**config.mk**
```make
export PLATFORM = sky130hd
export DESIGN_NAME = dmr_top
export DESIGN_NICKNAME = d
export VERILOG_FILES = /design/src/rtl/dmr_pkg.sv /design/src/rtl/dmr_base_reg.sv /design/src/rtl/dmr_ctl.sv /design/src/rtl/dmr_top.sv
export SDC_FILE = /design/constraint.sdc
export NUM_CORES = 1
export LEC_CHECK = 0
export ABC_AREA = 1
export BUFFER_PORTS_ARGS = -buffer_cell sky130_fd_sc_hd__buf_4
export CORE_MARGIN = 3
export CORE_UTILIZATION = 33
export CTS_BUF_LIST = sky130_fd_sc_hd__clkbuf_4
export CTS_CLUSTER_SIZE = 20
export DETAILED_ROUTE_END_ITERATION = 6
export PLACE_DENSITY = 0.54
export SYNTH_ARGS = -nofsm -noshare
export SYNTH_HDL_FRONTEND = slang
export SYNTH_SLANG_ARGS = --single-unit
```
**constraint.sdc**
```tcl
create_clock -name clk -period 2.48 [get_ports clk]
set_input_delay 0 -clock clk [delete_from_list [all_inputs] [get_ports clk]]
set_output_delay 0 -clock clk [all_outputs]
set_load 0.05 [all_outputs]
```
**src/rtl/dmr_pkg.sv**
```systemverilog
package dmr_pkg;

    // register byte offsets inside the non-base half of the map
    localparam int OFS_CMD  = 0;
    localparam int OFS_STAT = 2;

    // command bits
    localparam int          CMD_GO   = 0;
    localparam int          CMD_DIR  = 3;
    localparam logic [7:0]  CMD_KEEP = 8'h09;

    // status bits
    localparam int          ST_ACT     = 0;
    localparam int          ST_ERR     = 1;
    localparam int          ST_INT     = 2;
    localparam logic [7:0]  ST_RW_MASK = 8'h60;
    localparam logic [7:0]  ST_W1C_MASK = 8'h06;

    typedef enum logic [1:0] {
        SZ_BYTE = 2'd0,
        SZ_HALF = 2'd1,
        SZ_WORD = 2'd2,
        SZ_WIDE = 2'd3
    } acc_size_e;

    typedef struct packed {
        logic [7:0] cmd;
        logic [7:0] stat;
        logic       start;
        logic       abort;
        logic       irq_seen;
    } ctl_t;

endpackage

```
**src/rtl/dmr_base_reg.sv**
```systemverilog
module dmr_base_reg
    import dmr_pkg::*;
#(
    parameter int PTR_W = 32,
    localparam int NBYTES = PTR_W / 8,
    localparam int LANE_W = $clog2(NBYTES)
) (
    input  logic              clk,
    input  logic              rst_n,
    input  logic              wr_en,
    input  logic [LANE_W-1:0] lane_off,
    input  logic [1:0]        size,
    input  logic [PTR_W-1:0]  wdata,
    output logic [PTR_W-1:0]  base_o
);

    logic [PTR_W-1:0]  base_d, base_q;
    logic [PTR_W-1:0]  wdata_sh;
    logic [NBYTES-1:0] lane_hit;
    int                nbytes;

    always_comb begin
        case (acc_size_e'(size))
            SZ_BYTE: nbytes = 1;
            SZ_HALF: nbytes = 2;
            default: nbytes = NBYTES;
        endcase
    end

    assign wdata_sh = wdata << {lane_off, 3'b000};

    // one select per byte lane: inside [offset, offset + width)
    for (genvar b = 0; b < NBYTES; b++) begin : g_lane
        assign lane_hit[b] = wr_en && (b >= int'(lane_off)) && (b < int'(lane_off) + nbytes);
        always_comb begin
            base_d[b*8 +: 8] = lane_hit[b] ? wdata_sh[b*8 +: 8] : base_q[b*8 +: 8];
            if (b == 0) begin
                base_d[1:0] = 2'b00;
            end
        end
    end

    always_ff @(posedge clk or negedge rst_n) begin
        if (!rst_n) base_q <= '0;
        else        base_q <= base_d;
    end

    assign base_o = base_q;

    p_align_r5: assert property (@(posedge clk) disable iff (!rst_n)
        base_o[1:0] == 2'b00);

    p_untouched_r5: assert property (@(posedge clk) disable iff (!rst_n)
        !wr_en |=> base_o == $past(base_o));

endmodule

```
**src/rtl/dmr_ctl.sv**
```systemverilog
module dmr_ctl
    import dmr_pkg::*;
(
    input  logic       clk,
    input  logic       rst_n,
    input  logic       cmd_we,
    input  logic       stat_we,
    input  logic [7:0] wbyte,
    input  logic       eng_report,
    input  logic       eng_more,
    input  logic       eng_err,
    input  logic       dev_irq,
    output logic [7:0] cmd_o,
    output logic [7:0] stat_o,
    output logic       start_o,
    output logic       abort_o,
    output logic       reload_o,
    output logic       host_irq_o
);

    ctl_t d, q;

    always_comb begin
        d          = q;
        d.start    = 1'b0;
        d.abort    = 1'b0;
        d.irq_seen = dev_irq;

        // engine report on the active bit
        if (eng_report) begin
            d.stat[ST_ACT] = eng_more;
        end

        // host status write: plain bits replaced, sticky bits cleared by ones
        if (stat_we) begin
            d.stat = (d.stat & ~ST_RW_MASK) | (wbyte & ST_RW_MASK);
            d.stat = d.stat & ~(wbyte & ST_W1C_MASK);
        end

        // set sources win over a clear in the same cycle
        if (eng_err) begin
            d.stat[ST_ERR] = 1'b1;
        end
        if (dev_irq && !q.irq_seen) begin
            d.stat[ST_INT] = 1'b1;
        end

        // command write: act on a go-bit change only; host wins over report
        if (cmd_we) begin
            if (wbyte[CMD_GO] != q.cmd[CMD_GO]) begin
                if (!wbyte[CMD_GO]) begin
                    d.abort        = 1'b1;
                    d.stat[ST_ACT] = 1'b0;
                end else if (!q.stat[ST_ACT]) begin
                    d.stat[ST_ACT] = 1'b1;
                    d.start        = 1'b1;
                end else begin
                    d.stat[ST_ACT] = 1'b1;
                end
            end
            d.cmd = wbyte & CMD_KEEP;
        end
    end

    always_ff @(posedge clk or negedge rst_n) begin
        if (!rst_n) q <= '0;
        else        q <= d;
    end

    assign cmd_o      = q.cmd;
    assign stat_o     = q.stat;
    assign start_o    = q.start;
    assign abort_o    = q.abort | ~rst_n;
    assign reload_o   = cmd_we && wbyte[CMD_GO] && !q.cmd[CMD_GO];
    assign host_irq_o = q.irq_seen;

    p_cmd_store_r1: assert property (@(posedge clk) disable iff (!rst_n)
        cmd_we |=> cmd_o == ($past(wbyte) & 8'h09));

    p_same_go_quiet_r2: assert property (@(posedge clk) disable iff (!rst_n)
        (cmd_we && (wbyte[CMD_GO] == cmd_o[CMD_GO])) |=> (!start_o && !q.abort));

    p_cancel_idle_r3: assert property (@(posedge clk) disable iff (!rst_n)
        q.abort |-> !stat_o[ST_ACT]);

    p_start_single_r4: assert property (@(posedge clk) disable iff (!rst_n)
        start_o |=> !start_o);

    p_irq_capture_r7: assert property (@(posedge clk) disable iff (!rst_n)
        (dev_irq && !host_irq_o) |=> (stat_o[ST_INT] && host_irq_o));

    p_act_readonly_r8: assert property (@(posedge clk) disable iff (!rst_n)
        (stat_we && !cmd_we && !eng_report) |=> stat_o[ST_ACT] == $past(stat_o[ST_ACT]));

    p_err_set_r12: assert property (@(posedge clk) disable iff (!rst_n)
        eng_err |=> stat_o[ST_ERR]);

endmodule

```
**src/rtl/dmr_top.sv**
```systemverilog
module dmr_top
    import dmr_pkg::*;
#(
    parameter int PTR_W = 32,
    localparam int NBYTES = PTR_W / 8,
    localparam int LANE_W = $clog2(NBYTES)
) (
    input  logic              clk,
    input  logic              rst_n,
    input  logic              host_wr,
    input  logic [LANE_W:0]   host_addr,
    input  logic [1:0]        host_size,
    input  logic [PTR_W-1:0]  host_wdata,
    output logic [PTR_W-1:0]  host_rdata,
    input  logic              dev_irq,
    output logic              host_irq,
    input  logic              eng_report,
    input  logic              eng_more,
    input  logic              eng_err,
    output logic              eng_start,
    output logic              eng_cancel,
    output logic              eng_to_mem,
    output logic [PTR_W-1:0]  eng_desc_ptr
);

    localparam logic [LANE_W-1:0] OFS_CMD_L  = LANE_W'(OFS_CMD);
    localparam logic [LANE_W-1:0] OFS_STAT_L = LANE_W'(OFS_STAT);

    logic              base_sel;
    logic [LANE_W-1:0] lane_off;
    logic              cmd_we, stat_we, base_we, reload;
    logic [7:0]        cmd_v, stat_v;
    logic [PTR_W-1:0]  base_v;
    logic [PTR_W-1:0]  cur_d, cur_q;
    logic [PTR_W-1:0]  width_mask;

    assign base_sel = host_addr[LANE_W];
    assign lane_off = host_addr[LANE_W-1:0];
    assign base_we  = host_wr && base_sel;
    assign cmd_we   = host_wr && !base_sel && (lane_off == OFS_CMD_L);
    assign stat_we  = host_wr && !base_sel && (lane_off == OFS_STAT_L);

    dmr_base_reg #(.PTR_W(PTR_W)) u_base (
        .clk      (clk),
        .rst_n    (rst_n),
        .wr_en    (base_we),
        .lane_off (lane_off),
        .size     (host_size),
        .wdata    (host_wdata),
        .base_o   (base_v)
    );

    dmr_ctl u_ctl (
        .clk        (clk),
        .rst_n      (rst_n),
        .cmd_we     (cmd_we),
        .stat_we    (stat_we),
        .wbyte      (host_wdata[7:0]),
        .eng_report (eng_report),
        .eng_more   (eng_more),
        .eng_err    (eng_err),
        .dev_irq    (dev_irq),
        .cmd_o      (cmd_v),
        .stat_o     (stat_v),
        .start_o    (eng_start),
        .abort_o    (eng_cancel),
        .reload_o   (reload),
        .host_irq_o (host_irq)
    );

    // walk pointer: reloaded from the base on every go 0->1
    always_comb begin
        cur_d = reload ? base_v : cur_q;
    end

    always_ff @(posedge clk or negedge rst_n) begin
        if (!rst_n) cur_q <= '0;
        else        cur_q <= cur_d;
    end

    assign eng_desc_ptr = cur_q;
    assign eng_to_mem   = cmd_v[CMD_DIR];

    // read path
    always_comb begin
        case (acc_size_e'(host_size))
            SZ_BYTE: width_mask = PTR_W'(8'hFF);
            SZ_HALF: width_mask = PTR_W'(16'hFFFF);
            default: width_mask = '1;
        endcase
    end

    always_comb begin
        host_rdata = '0;
        if (base_sel) begin
            host_rdata = (base_v >> {lane_off, 3'b000}) & width_mask;
        end else if (lane_off == OFS_CMD_L) begin
            host_rdata = PTR_W'(cmd_v);
        end else if (lane_off == OFS_STAT_L) begin
            host_rdata = PTR_W'(stat_v);
        end
    end

    p_reload_base_r4: assert property (@(posedge clk) disable iff (!rst_n)
        reload |=> eng_desc_ptr == $past(base_v));

    p_dir_level_r11: assert property (@(posedge clk) disable iff (!rst_n)
        cmd_we |=> eng_to_mem == $past(host_wdata[3]));

    p_irq_follow_r7: assert property (@(posedge clk) disable iff (!rst_n)
        $fell(dev_irq) |=> (!host_irq && stat_v[2] == $past(stat_v[2])) || eng_err || eng_report || host_wr);

endmodule

```
==> flow_metrics.env <==
export IMPL_status="finished clean"
export IMPL_synth_area_leaders="dfrtp_1 (43%), nand2_1 (19%), o21ai_2 (6.4%)"
export IMPL_die_area_mm2=0.0137
export IMPL_cp_slowest_cell="dfrtp_1"
export IMPL_reg2reg_depth=5
export IMPL_syn_inst=547
export IMPL_placed_cell_area_mm2=0.00497
export IMPL_synth_top_cell_by_area="dfrtp_1"
export IMPL_die_x_um=117
export IMPL_drtAntennaViolNets=0
export IMPL_areaGrowthSynthToFinish_pct=37.4
export IMPL_crit_type="flop to primary output"
export IMPL_p_clk_share_pct=22.2
export IMPL_finalCritPeriodShare_pct=75.0
export IMPL_final_cells=864
export IMPL_cts_buffers=9
export IMPL_avgViaCountPerCell=4.72
export IMPL_maxSlewHeadroom_pct=51.2
export IMPL_synth_seq_cells=70
export IMPL_cts_hold_buf=46
export IMPL_yosysMostFrequentCell="nand2_1"
export IMPL_hp_class="input pin to async pin"
export IMPL_clkSlewWorstSetupHoldPaths_ns=0.12
export IMPL_fin_util_pct=47.6
export IMPL_num_rows=39
export IMPL_io_pins=112
export IMPL_vias=4077
export IMPL_grtUsageTotal_pct=20.9
export IMPL_synth_edf_count=0
export IMPL_cts_tree="done"
export IMPL_synth_warnings=0
export IMPL_drt_total_wl_mm=13.7
export IMPL_seq_area_frac_synth_pct=43.0
export IMPL_tightest_slew_ns=0.731
export IMPL_layout_drive_gt1_share_pct=25.3
export IMPL_pwr_share_seq_pct=37.1
export IMPL_clk_latency_ns=0.45
export IMPL_gp_congestion=0.888
export IMPL_path_cells="inv_1 > o21ai_0 > nand2_1 > a22oi_1 > buf_4"
export IMPL_p_leak_nw=2.93
export IMPL_cts_max_level=3
export IMPL_antenna_cells=0
export IMPL_start_util_pct=34.7
export IMPL_setup_tns_ns=0
export IMPL_avgSynthCellArea_um2=7.45
export IMPL_fmax_mhz=538
export IMPL_grt_pass1_wl_mm=21.6
export IMPL_nNetsFinal=744
export IMPL_synth_common_cells="nand2_1 (207), dfrtp_1 (70), inv_1 (61)"
export IMPL_synth_top_area_share_pct=43.0
export IMPL_cts_setup_buffers=0
export IMPL_p_comb_share_pct=40.7
export IMPL_critical_path_max_stage_delay_ns=0.39
export IMPL_p_sw_share_pct=42.5
export IMPL_cts_resized=0
export IMPL_placedCellCount=803
export IMPL_antenna_found_initial=0
export IMPL_power_total_mw=4.24
export IMPL_clk_path_buf_depth=2
export IMPL_drc_errors=0
export IMPL_dr_pass1_iters=4
export IMPL_peakVddDrop_uv=219
export IMPL_die_h_um=117
export IMPL_finClkSkew_ns=0.0153
export IMPL_critPathLaunchType="flop"
export IMPL_grt_start_max_net_pins=61
export IMPL_core_mm2=0.0118
export IMPL_hold_viol=0
export IMPL_dp_hpwl_mm=10.3
export IMPL_port_buffers=109
export IMPL_final_setup_viol_count=0
export IMPL_finalCriticalPeriod_ns=1.86
export IMPL_synth_main_ff_cell="dfrtp_1"
export IMPL_rsz0062_at_grt="no"
export IMPL_drt_wirelength_per_cell_um=15.8
export IMPL_drv_slew=0
export IMPL_grt_pass1_vias=4092
export IMPL_cp_data_arrival_time_ns=1.86
export IMPL_cts_num_sinks=70
export IMPL_power_switching_mw=1.80
export IMPL_ys_types=31
export IMPL_internal_power_mw=2.44
export IMPL_worst_ep_required_time_ns=2.48
export IMPL_drt_iter0_drc=276
export IMPL_syn_area_mm2=0.00408
export IMPL_grt_overflow=0
export IMPL_synthArstFlopShare_pct=100
export IMPL_final_cell_area_mm2=0.00560
export IMPL_power_density_mw_per_mm2=757
export IMPL_cts_root_buf="clkbuf_4"
export IMPL_cp_max_fo=3
export IMPL_endpoint_kind="primary output"
export IMPL_drv_cap=0
path summary, 6_finish.rpt:
kind	start	endpoint	slack, ns
min in group clk	host_wdata[1]	u_base.base_o[9]	0.07
max in group asynchronous	rst_n	u_base.base_o[25]	1.57
max reg2reg	u_ctl.cmd_o[0]	eng_desc_ptr[23]	1.02
max	u_base.base_o[17]	host_rdata[1]	0.62
min reg2reg	u_ctl.stat_o[0]	u_ctl.start_o	0.47
min	rst_n	eng_desc_ptr[28]	0.06
power by group through the flow:
| stage | logic [mW] | clock network (mW) | registers [mW] |
|---|---|---|---|
| finish | 1.73 | 0.940 | 1.58 |
| CTS | 1.74 | 0.962 | 1.57 |
| global placement | 1.66 | 0 | 1.59 |
| floorplan | 0.696 | 0 | 1.99 |
| global route | 1.88 | 1.02 | 1.61 |
| detailed placement | 1.67 | 0 | 1.60 |
layer usage:
layer / up-vias / track usage [%] / wire length, µm
met1: 1918 / 28.0 / 6170
met5: - / 0 / 0
met3: 21 / 4.37 / 738
li1: 2017 / - / -
met2: 121 / 34.0 / 6500
met4: 0 / 6.73 / 261
flip-flops by register name, indices dropped and copies added (netlist names):
name and count:
eng_desc_ptr 30, u_base.base_o 30, u_ctl.cmd_o 2, u_ctl.host_irq_o 1, u_ctl.q 1, u_ctl.start_o 1, u_ctl.stat_o 5
area by class of cell:
type                       instances  area [µm²]
clock buffer                      10        75.1
fill                            1210        6160
multi-input combinational        390        1910
sequential                        70        1750
clock inverter                     5        98.8
timing repair buffer             159        1310
inverter                          66         250
tap                              164         205
logic make-up (layout without fill, tap and decap cells):
logic type | Yosys count | after routing | share of synthesized area [%]
and+or+nand+nor | 294 | 294 | 30.5
AOI/OAI and AO/OA | 89 | 89 | 14.5
adders and majority gates | 4 | 4 | 1.41
DFF | 70 | 70 | 43.0
muxes | 1 | 1 | 0.245
buffers and inverters | 88 | 240 | 10.2
other | 1 | 2 | 0.0920
per-stage QoR:
step / setup slack (ns) / hold WS [ns]
detailed placement: 0.521 / 0.0160
floorplan: 0.902 / -0.296
finish: 0.620 / 0.0614
CTS: 0.554 / 0.0284
global route: 0.431 / 0.0437
global placement: 0.599 / 0.0150
layout by cell type (no fill, tap or decap), types with 4 or more instances in the layout:
| cell | synthesis | layout |
|---|---|---|
| o21ai_1 | 6 | 6 |
| nor2_2 | 5 | 5 |
| nand2_1 | 207 | 207 |
| buf_4 | 6 | 113 |
| o21ai_0 | 33 | 33 |
| nand3_1 | 42 | 42 |
| dlygate4sd3_1 | 0 | 46 |
| inv_2 | 4 | 4 |
| nor2_1 | 31 | 31 |
| clkbuf_4 | 0 | 10 |
| dfrtp_1 | 70 | 70 |
| o21ai_2 | 30 | 30 |
| a21oi_1 | 7 | 7 |
| inv_1 | 61 | 61 |
critical path: cells and delay by family, from the launching register on:
family	cells	cell delay, ns
and+or+nand+nor	1	0.09
buffers and inverters	2	0.34
DFF	1	0.39
AOI/OAI and AO/OA	2	0.60
No activity file was read; power rests on OpenSTA's default activity.
